===== src/rtl/irq_pend_pkg.sv =====
package irq_pend_pkg;

   typedef enum logic [1:0] {
      SEL_KIND = 2'd0,
      SEL_MASK = 2'd1,
      SEL_PEND = 2'd2,
      SEL_VEC  = 2'd3
   } reg_sel_e;

endpackage


===== src/rtl/irq_src_capture.sv =====
module irq_src_capture #(
   parameter int NUM_SRC = 8
) (
   input  logic               clk,
   input  logic               rst_n,
   input  logic [NUM_SRC-1:0] src_i,
   input  logic [NUM_SRC-1:0] kind_i,
   input  logic [NUM_SRC-1:0] clr_i,
   output logic [NUM_SRC-1:0] pend_o
);

   logic [NUM_SRC-1:0] src_q;

   always_ff @(posedge clk) begin
      if (!rst_n) src_q <= '0;
      else        src_q <= src_i;
   end

   for (genvar i = 0; i < NUM_SRC; i++) begin : g_line
      logic set_w;
      logic pend_q;

      if (1) begin : g_sel
         always_comb begin
            if (kind_i[i]) set_w = src_i[i] & ~src_q[i];
            else           set_w = src_i[i];
         end
      end

      // a set beats a clear in the same cycle
      always_ff @(posedge clk) begin
         if (!rst_n) pend_q <= 1'b0;
         else        pend_q <= (pend_q & ~clr_i[i]) | set_w;
      end

      assign pend_o[i] = pend_q;


      lvl_rearm_chk: assert property (@(posedge clk) disable iff (!rst_n)
         (!kind_i[i] && src_i[i]) |=> pend_o[i]);


      lvl_clear_chk: assert property (@(posedge clk) disable iff (!rst_n)
         (!kind_i[i] && !src_i[i] && clr_i[i]) |=> !pend_o[i]);


      pls_edge_chk: assert property (@(posedge clk) disable iff (!rst_n)
         (kind_i[i] && $rose(src_i[i])) |=> pend_o[i]);
   end

endmodule


===== src/rtl/irq_prio_pick.sv =====
module irq_prio_pick #(
   parameter int NUM_SRC = 8,
   parameter int ID_W    = 4
) (
   input  logic               clk,
   input  logic               rst_n,
   input  logic [NUM_SRC-1:0] req_i,
   output logic               hit_o,
   output logic [ID_W-1:0]    num_o
);

   always_comb begin
      num_o = '0;
      for (int i = NUM_SRC - 1; i >= 0; i--) begin
         if (req_i[i]) num_o = ID_W'(i + 1);
      end
   end

   assign hit_o = |req_i;


   lowest_wins_chk: assert property (@(posedge clk) disable iff (!rst_n)
      req_i[0] |-> (num_o == ID_W'(1)));


   pick_is_req_chk: assert property (@(posedge clk) disable iff (!rst_n)
      hit_o |-> req_i[int'(num_o) - 1]);


   none_is_zero_chk: assert property (@(posedge clk) disable iff (!rst_n)
      (req_i == '0) |-> (num_o == '0));

endmodule


===== src/rtl/irq_vec_hold.sv =====
module irq_vec_hold #(
   parameter int ID_W = 4
) (
   input  logic            clk,
   input  logic            rst_n,
   input  logic            vec_rd_i,
   input  logic            ack_wr_i,
   input  logic [ID_W-1:0] ack_num_i,
   input  logic [ID_W-1:0] cand_num_i,
   output logic            busy_o,
   output logic [ID_W-1:0] num_o
);

   logic            busy_q;
   logic [ID_W-1:0] lat_q;
   logic            ack_hit;

   assign ack_hit = busy_q & ack_wr_i & (ack_num_i == lat_q);

   always_ff @(posedge clk) begin
      if (!rst_n) begin
         busy_q <= 1'b0;
         lat_q  <= '0;
      end else if (!busy_q) begin
         if (vec_rd_i) begin
            busy_q <= 1'b1;
            lat_q  <= cand_num_i;
         end
      end else if (ack_hit) begin
         busy_q <= 1'b0;
      end
   end

   assign busy_o = busy_q;
   assign num_o  = busy_q ? lat_q : cand_num_i;


   hold_until_ack_chk: assert property (@(posedge clk) disable iff (!rst_n)
      (busy_o && !(ack_wr_i && ack_num_i == num_o)) |=> (busy_o && $stable(num_o)));


   ack_release_chk: assert property (@(posedge clk) disable iff (!rst_n)
      (busy_o && ack_wr_i && ack_num_i == num_o) |=> !busy_o);

endmodule


===== src/rtl/irq_pend_ctl.sv =====
module irq_pend_ctl
   import irq_pend_pkg::*;
#(
   parameter int NUM_SRC = 8,
   parameter int DATA_W  = 32
) (
   input  logic               clk,
   input  logic               rst_n,
   input  logic [NUM_SRC-1:0] src_i,
   input  logic               wr_en,
   input  logic [1:0]         wr_addr,
   input  logic [DATA_W-1:0]  wr_data,
   input  logic               rd_en,
   input  logic [1:0]         rd_addr,
   output logic [DATA_W-1:0]  rd_data,
   output logic               irq_o
);

   localparam int ID_W = $clog2(NUM_SRC + 1);

   if (NUM_SRC < 1) begin : g_bad_num
      $error("irq_pend_ctl: NUM_SRC must be at least 1");
   end
   if (DATA_W < NUM_SRC) begin : g_bad_width
      $error("irq_pend_ctl: DATA_W must hold one bit per source");
   end
   if (DATA_W < ID_W) begin : g_bad_id
      $error("irq_pend_ctl: DATA_W must hold a source number");
   end

   logic [NUM_SRC-1:0] kind_q;
   logic [NUM_SRC-1:0] mask_q;
   logic [NUM_SRC-1:0] clr_w;
   logic [NUM_SRC-1:0] pend_w;
   logic [NUM_SRC-1:0] live_w;
   logic               hit_w;
   logic [ID_W-1:0]    cand_w;
   logic [ID_W-1:0]    vec_w;
   logic               busy_w;
   logic               vec_rd_w;
   logic               ack_wr_w;

   always_ff @(posedge clk) begin
      if (!rst_n) begin
         kind_q <= '0;
         mask_q <= '0;
      end else if (wr_en) begin
         if (wr_addr == SEL_KIND) kind_q <= wr_data[NUM_SRC-1:0];
         if (wr_addr == SEL_MASK) mask_q <= wr_data[NUM_SRC-1:0];
      end
   end

   assign clr_w    = (wr_en && wr_addr == SEL_PEND) ? wr_data[NUM_SRC-1:0] : '0;
   assign vec_rd_w = rd_en && rd_addr == SEL_VEC;
   assign ack_wr_w = wr_en && wr_addr == SEL_VEC;

   irq_src_capture #(.NUM_SRC(NUM_SRC)) u_cap (
      .clk    (clk),
      .rst_n  (rst_n),
      .src_i  (src_i),
      .kind_i (kind_q),
      .clr_i  (clr_w),
      .pend_o (pend_w)
   );

   assign live_w = pend_w & mask_q;

   irq_prio_pick #(.NUM_SRC(NUM_SRC), .ID_W(ID_W)) u_pick (
      .clk   (clk),
      .rst_n (rst_n),
      .req_i (live_w),
      .hit_o (hit_w),
      .num_o (cand_w)
   );

   irq_vec_hold #(.ID_W(ID_W)) u_hold (
      .clk        (clk),
      .rst_n      (rst_n),
      .vec_rd_i   (vec_rd_w),
      .ack_wr_i   (ack_wr_w),
      .ack_num_i  (wr_data[ID_W-1:0]),
      .cand_num_i (cand_w),
      .busy_o     (busy_w),
      .num_o      (vec_w)
   );

   assign irq_o = hit_w & ~busy_w;

   always_comb begin
      rd_data = '0;
      if (rd_en) begin
         unique case (rd_addr)
            SEL_KIND: rd_data[NUM_SRC-1:0] = kind_q;
            SEL_MASK: rd_data[NUM_SRC-1:0] = mask_q;
            SEL_PEND: rd_data[NUM_SRC-1:0] = pend_w;
            SEL_VEC:  rd_data[ID_W-1:0]    = vec_w;
            default:  rd_data = '0;
         endcase
      end
   end


   irq_quiet_in_service_chk: assert property (@(posedge clk) disable iff (!rst_n)
      busy_w |-> !irq_o);


   mask_gates_irq_chk: assert property (@(posedge clk) disable iff (!rst_n)
      (mask_q == '0) |-> !irq_o);


   vec_read_locks_chk: assert property (@(posedge clk) disable iff (!rst_n)
      vec_rd_w |=> busy_w);

endmodule


===== config.mk =====
export PLATFORM = sky130hd
export DESIGN_NAME = irq_pend_ctl
export DESIGN_NICKNAME = d
export VERILOG_FILES = /design/src/rtl/irq_pend_pkg.sv /design/src/rtl/irq_src_capture.sv /design/src/rtl/irq_prio_pick.sv /design/src/rtl/irq_vec_hold.sv /design/src/rtl/irq_pend_ctl.sv
export SDC_FILE = /design/constraint.sdc
export NUM_CORES = 1
export LEC_CHECK = 0
export BUFFER_PORTS_ARGS = -buffer_cell sky130_fd_sc_hd__buf_2
export CORE_MARGIN = 2
export CORE_UTILIZATION = 43
export CTS_BUF_LIST = sky130_fd_sc_hd__clkbuf_4 sky130_fd_sc_hd__clkbuf_8
export CTS_CLUSTER_SIZE = 16
export DETAILED_ROUTE_END_ITERATION = 7
export GPL_ROUTABILITY_DRIVEN = 0
export PLACE_DENSITY = 0.75
export SLEW_MARGIN = 0
export SYNTH_ARGS = -nofsm -noshare
export SYNTH_HDL_FRONTEND = slang
export SYNTH_SLANG_ARGS = --single-unit

===== constraint.sdc =====
create_clock -name clk -period 1.2 [get_ports clk]
set_input_delay 0.06 -clock clk [delete_from_list [all_inputs] [get_ports clk]]
set_output_delay 0.06 -clock clk [all_outputs]
set_load 0.005 [all_outputs]

### Yosys cells after proc, flatten, opt, wreduce, memory -nomap -nowiden

Cells that the tools add are included.

* equality and inequality tests: 7
* mux-type cells: 24
* bitwise gates (word level): 45
* reductions and logical operators: 9

Operators by type and width (count)
* $mux W4: 9
* $and A1 B1 Y1: 19
* $not A1 Y1: 17
* $mux W8: 2
* $pmux W4 S4: 1
* $pmux W4 S3: 1
* $mux W1: 11
* $and A8 B8 Y8: 1
* $eq A2 B2 Y1 const B: 4
* $or A1 B1 Y1: 8
* $reduce_or A8 Y1: 1
* $reduce_and A2 Y1: 3
* $eq A2 B1 Y1 const B: 2
* $eq A4 B4 Y1: 1
* $logic_not A2 Y1: 2
* $logic_and A1 B1 Y1: 3

* register bits: 37
* output and inout port bits: 33
* word-level logic and storage cells: 98

### Logic depth before layout (Yosys ltp)

* depth after elaboration: 12
* gate-level depth with buffers: 5
* depth with buffers taken out: 4

### Hierarchy

A second synthesis with hierarchy kept.

* cell total of the unflattened synthesis: 235
* area total of the unflattened synthesis: 2128.3 um^2

By module, submodules not included
* irq_pend_ctl: instances 1, cells each 137, area each 1144.8 um^2, sequential area each 320.3 um^2
* irq_src_capture: instances 1, cells each 57, area each 594.3 um^2, sequential area each 320.3 um^2
* irq_vec_hold: instances 1, cells each 27, area each 300.3 um^2, sequential area each 100.1 um^2
* irq_prio_pick: instances 1, cells each 14, area each 88.8 um^2, sequential area each 0.0 um^2

### Worst setup path before layout

No wires, ideal clock.

* path type: flip-flop to flip-flop
* start: register u_cap.g_line[2].pend_q
* end: register u_hold.lat_q[3]
* library setup time: 0.066 ns
* arrival: 1.178 ns
* required time: 1.134 ns
* setup slack: -0.044 ns
* cell stages (with the launch flop): 5
* buffers on the path: 0
* period minus slack after synthesis: 1.244 ns
* path through: dfxtp_1 a222oi_1 and3_1 nand4_2 a21boi_2

* word-level cells in the longest chain between the ends: 4

Ends and longest elaborated chain
* start: declaration: line irq_src_capture.sv:21 `logic pend_q;`
* start signal: assignment: line irq_src_capture.sv:33 `else pend_q <= (pend_q & ~clr_i[i]) | set_w;`
* $and A8 B8 Y8: line irq_pend_ctl.sv:66 `assign live_w = pend_w & mask_q;`
* $mux W4 (3 in series): line irq_prio_pick.sv:15 `if (req_i[i]) num_o = ID_W'(i + 1);`
* end signal: assignment: line irq_vec_hold.sv:27 `lat_q <= cand_num_i;`
* end: declaration: line irq_vec_hold.sv:15 `logic [ID_W-1:0] lat_q;`

Every way passes these cells.
A chain may end at the register's enable or synchronous reset.

### Worst setup path in the final report

* start: register u_cap.g_line[2].pend_q
* end: output rd_data[3]

* word-level cells in the longest chain between the ends: 7

Ends and longest elaborated chain
* $and A8 B8 Y8: line irq_pend_ctl.sv:66
* $mux W4 (3 in series): line irq_prio_pick.sv:15
* $mux W4: line irq_vec_hold.sv:35 `assign num_o = busy_q ? lat_q : cand_num_i;`
* $pmux W4 S4: line irq_pend_ctl.sv:92 `unique case (rd_addr)`
* $mux W8: line irq_pend_ctl.sv:91 `if (rd_en) begin`
* end: declaration: line irq_pend_ctl.sv:15 `output logic [DATA_W-1:0] rd_data,`

Every way passes these cells.

==> metrics <==
outcome finished, violations left; failing checks negative setup slack; fin crit share 140.4%; Worst setup SP type flop; R2R setup slack -240 ps; Cells after Synth 225; WL/cell 14.21 um; root buffer cell clkbuf_8; Static Leakage 1.152 nW; area grow syn2layout 26.02%; Post-Route WL between 4000 and 5000 um; Worst Hold End u_cap.src_q[1]; fin cells 340; initial antenna violation count 0; IO Pins between 80 and 90; CTS buffer count 5; htree depth 2; fmax between 500 and 600 MHz; number of I/O port buffers 32; core box area 4414 um2; clk slew on worst S/H paths about 80 ps; Clock Latency Late Sink ~290 ps; Tmin final 1684 ps; VDD IR max about 0.67 mV; final hold vios 0; r2r startpoint u_cap.g_line[2].pend_q; RSZ-0062 raised after global routing yes; EDFF count, synth 0; sequential fraction of the synthesis area 37.12%; crit path DAT 1620 ps; DIE WIDTH 72.13 um; Rows 24; Synth Warn # 0; setup TNS -2441 ps; length in cells of the worst reg-to-reg path 5; Worst Clk Skew 10.75 ps; Synth async-reset ratio 0%; Tot GR Track Use 19.69%; crit path kind reg -> out; DRC 0; total grt overflow 0; layout cells sized above 1 about a third; Slew @ Worst Pin 510.1 ps; die area 5202 um2; mean area per synthesized cell 8.870 um2; first-pass GRT wire length 7990 um; Crit. End Element output port; Max-Cap Viols 0; Post-DP HPWL 3602 um; DR pass1 iterations 4; placed cells 329; Die Height 72.13 um; Layout fillers 402; clk sinks 37; final core area utilization 56.97%; nets 336; worst rel slew slack 65.99%; Antenna Violating Nets Remaining 0; area of the multi-input gates about 1100 um2; top_reg_cell synth dfxtp_1; Diodes inserted 0; Initial Util 45.21%; Slew Limit Fails 0; hold path depth 2; Vias/cell 5.250; vias in the first global route 1662; Via Count 1785; FF+latch count, synth 37; CTS tree yes; Hold/Removal Path Class in -> reg; Distinct cells, synth between 40 and 50; Post-Syn Area 1996 um2; CP Max Fanout 4; pin count of the biggest net entering global routing 33; PD cells 1075 nW/um2; R2R Path End u_hold.lat_q[3]; Clock Path Buffers 2; DRT iter0 DRCs 98; endpoints failing setup 12; Seq. cell area 757.0 um2; worst path required time 1140 ps; final worst slack -484.3 ps; min-delay src src_i[1]
[cells by family after synthesis]
| family | count (synthesis) | share of synthesized area [%] |
|---|---|---|
| flops | 37 | 37.12 |
| simple gates | 84 | 22.51 |
| buf+inv | 37 | 11.72 |
| xor+xnor | 4 | 1.755 |
| other cells | 1 | 0.1879 |
| mux | 22 | 11.66 |
| compound gates | 40 | 15.05 |
[power by group]
| part | switching [mW] | leakage [nW] | internal [mW] | total [mW] |
|---|---|---|---|---|
| clock | 0.412 | 0.0477 | 0.478 | 0.890 |
| sequential | 0.0532 | 0.308 | 1.30 | 1.35 |
| combinational | 0.225 | 0.797 | 0.240 | 0.466 |
| total | 0.691 | 1.15 | 2.01 | 2.70 |
[flip-flops by register name (all words and copies together) (netlist names)]
register / flops
u_cap.g_line.pend_q: 8
mask_q: 8
u_cap.src_q: 8
kind_q: 8
u_hold.busy_o: 1
u_hold.lat_q: 4
[metrics by stage]
step / power (mW) / hold slack (ps) / setup slack [ps] / area (um2)
floorplan: 1.650 / 181.7 / -24.26 / 2083
global placement: 1.789 / 280.3 / -100.7 / 2322
detailed placement: 1.799 / 291.8 / -149.3 / 2322
CTS: 2.702 / 1.374 / -436.3 / 2480
global route: 2.847 / 0.7019 / -536.0 / 2515
finish: 2.704 / 5.242 / -484.3 / 2515
[synth_stat cells, drive strengths merged (4+ instances only)]
cell type / instances / share of area (%)
dfxtp: 37 / 37
nand2: 30 / 5.6
a32o: 9 / 4.6
nor2: 6 / 1.1
xor2: 4 / 1.8
o21ai: 8 / 2.0
a22oi: 4 / 1.5
and2: 13 / 4.1
a21oi: 6 / 1.5
clkbuf: 7 / 1.3
mux2i: 21 / 11
buf: 28 / 10
nor2b: 21 / 6.6
[worst max path at each step]
stage | depth (start not counted) | slack [ps] | from | endpoint
4_1_cts | 5 | -440 | u_cap.g_line[2].pend_q | rd_data[3]
5_1_grt | 5 | -540 | u_cap.g_line[2].pend_q | rd_data[3]
3_5_place_dp | 5 | -150 | mask_q[2] | rd_data[3]
3_3_place_gp | 5 | -100 | mask_q[2] | rd_data[3]
2_1_floorplan | 4 | -20 | mask_q[2] | u_hold.lat_q[3]
6_report | 5 | -480 | u_cap.g_line[2].pend_q | rd_data[3]
[cell type report]
cell class | instances | share of cell area (%)
well taps | 52 | 2.587
flip-flops and latches | 37 | 30.10
repair buffers | 68 | 18.06
multi-input cells | 174 | 45.37
clock buffers | 7 | 3.582
inverters | 2 | 0.2985
[placed cells by master, fill, tap and decap left out, types with 8 or more instances in the layout]
cell type   n
buf_2      32
nand2_1    30
dfxtp_2    10
mux2i_1    21
and2_1     12
nor2b_1    21
buf_4      29
conb_1     24
dfxtp_1    26
a32o_1      8
[critical path, stage by stage, from the launching register on]
cell and delay, ps:
dfxtp_2 340, a222oi_1 440, and3_1 270, nand4_2 90, nand2_1 80, buf_2 110
[per-layer routing]
metal / up-vias / track usage, % / wire (um)
met5: - / 0 / 0
met4: 0 / 5.870 / 57
met3: 7 / 5.000 / 322
met2: 71 / 32.42 / 2245
met1: 848 / 25.41 / 2207
li1: 859 / - / -
[timing repair]
action	4_1_cts	5_1_grt
pin swaps	12	7
setup buffers	2	0
hold endpoints to repair	1	1
endpoints found under the setup margin	12	13
hold buffers	1	1
resized for setup	14	9
No activity file was read; power rests on OpenSTA's default activity.
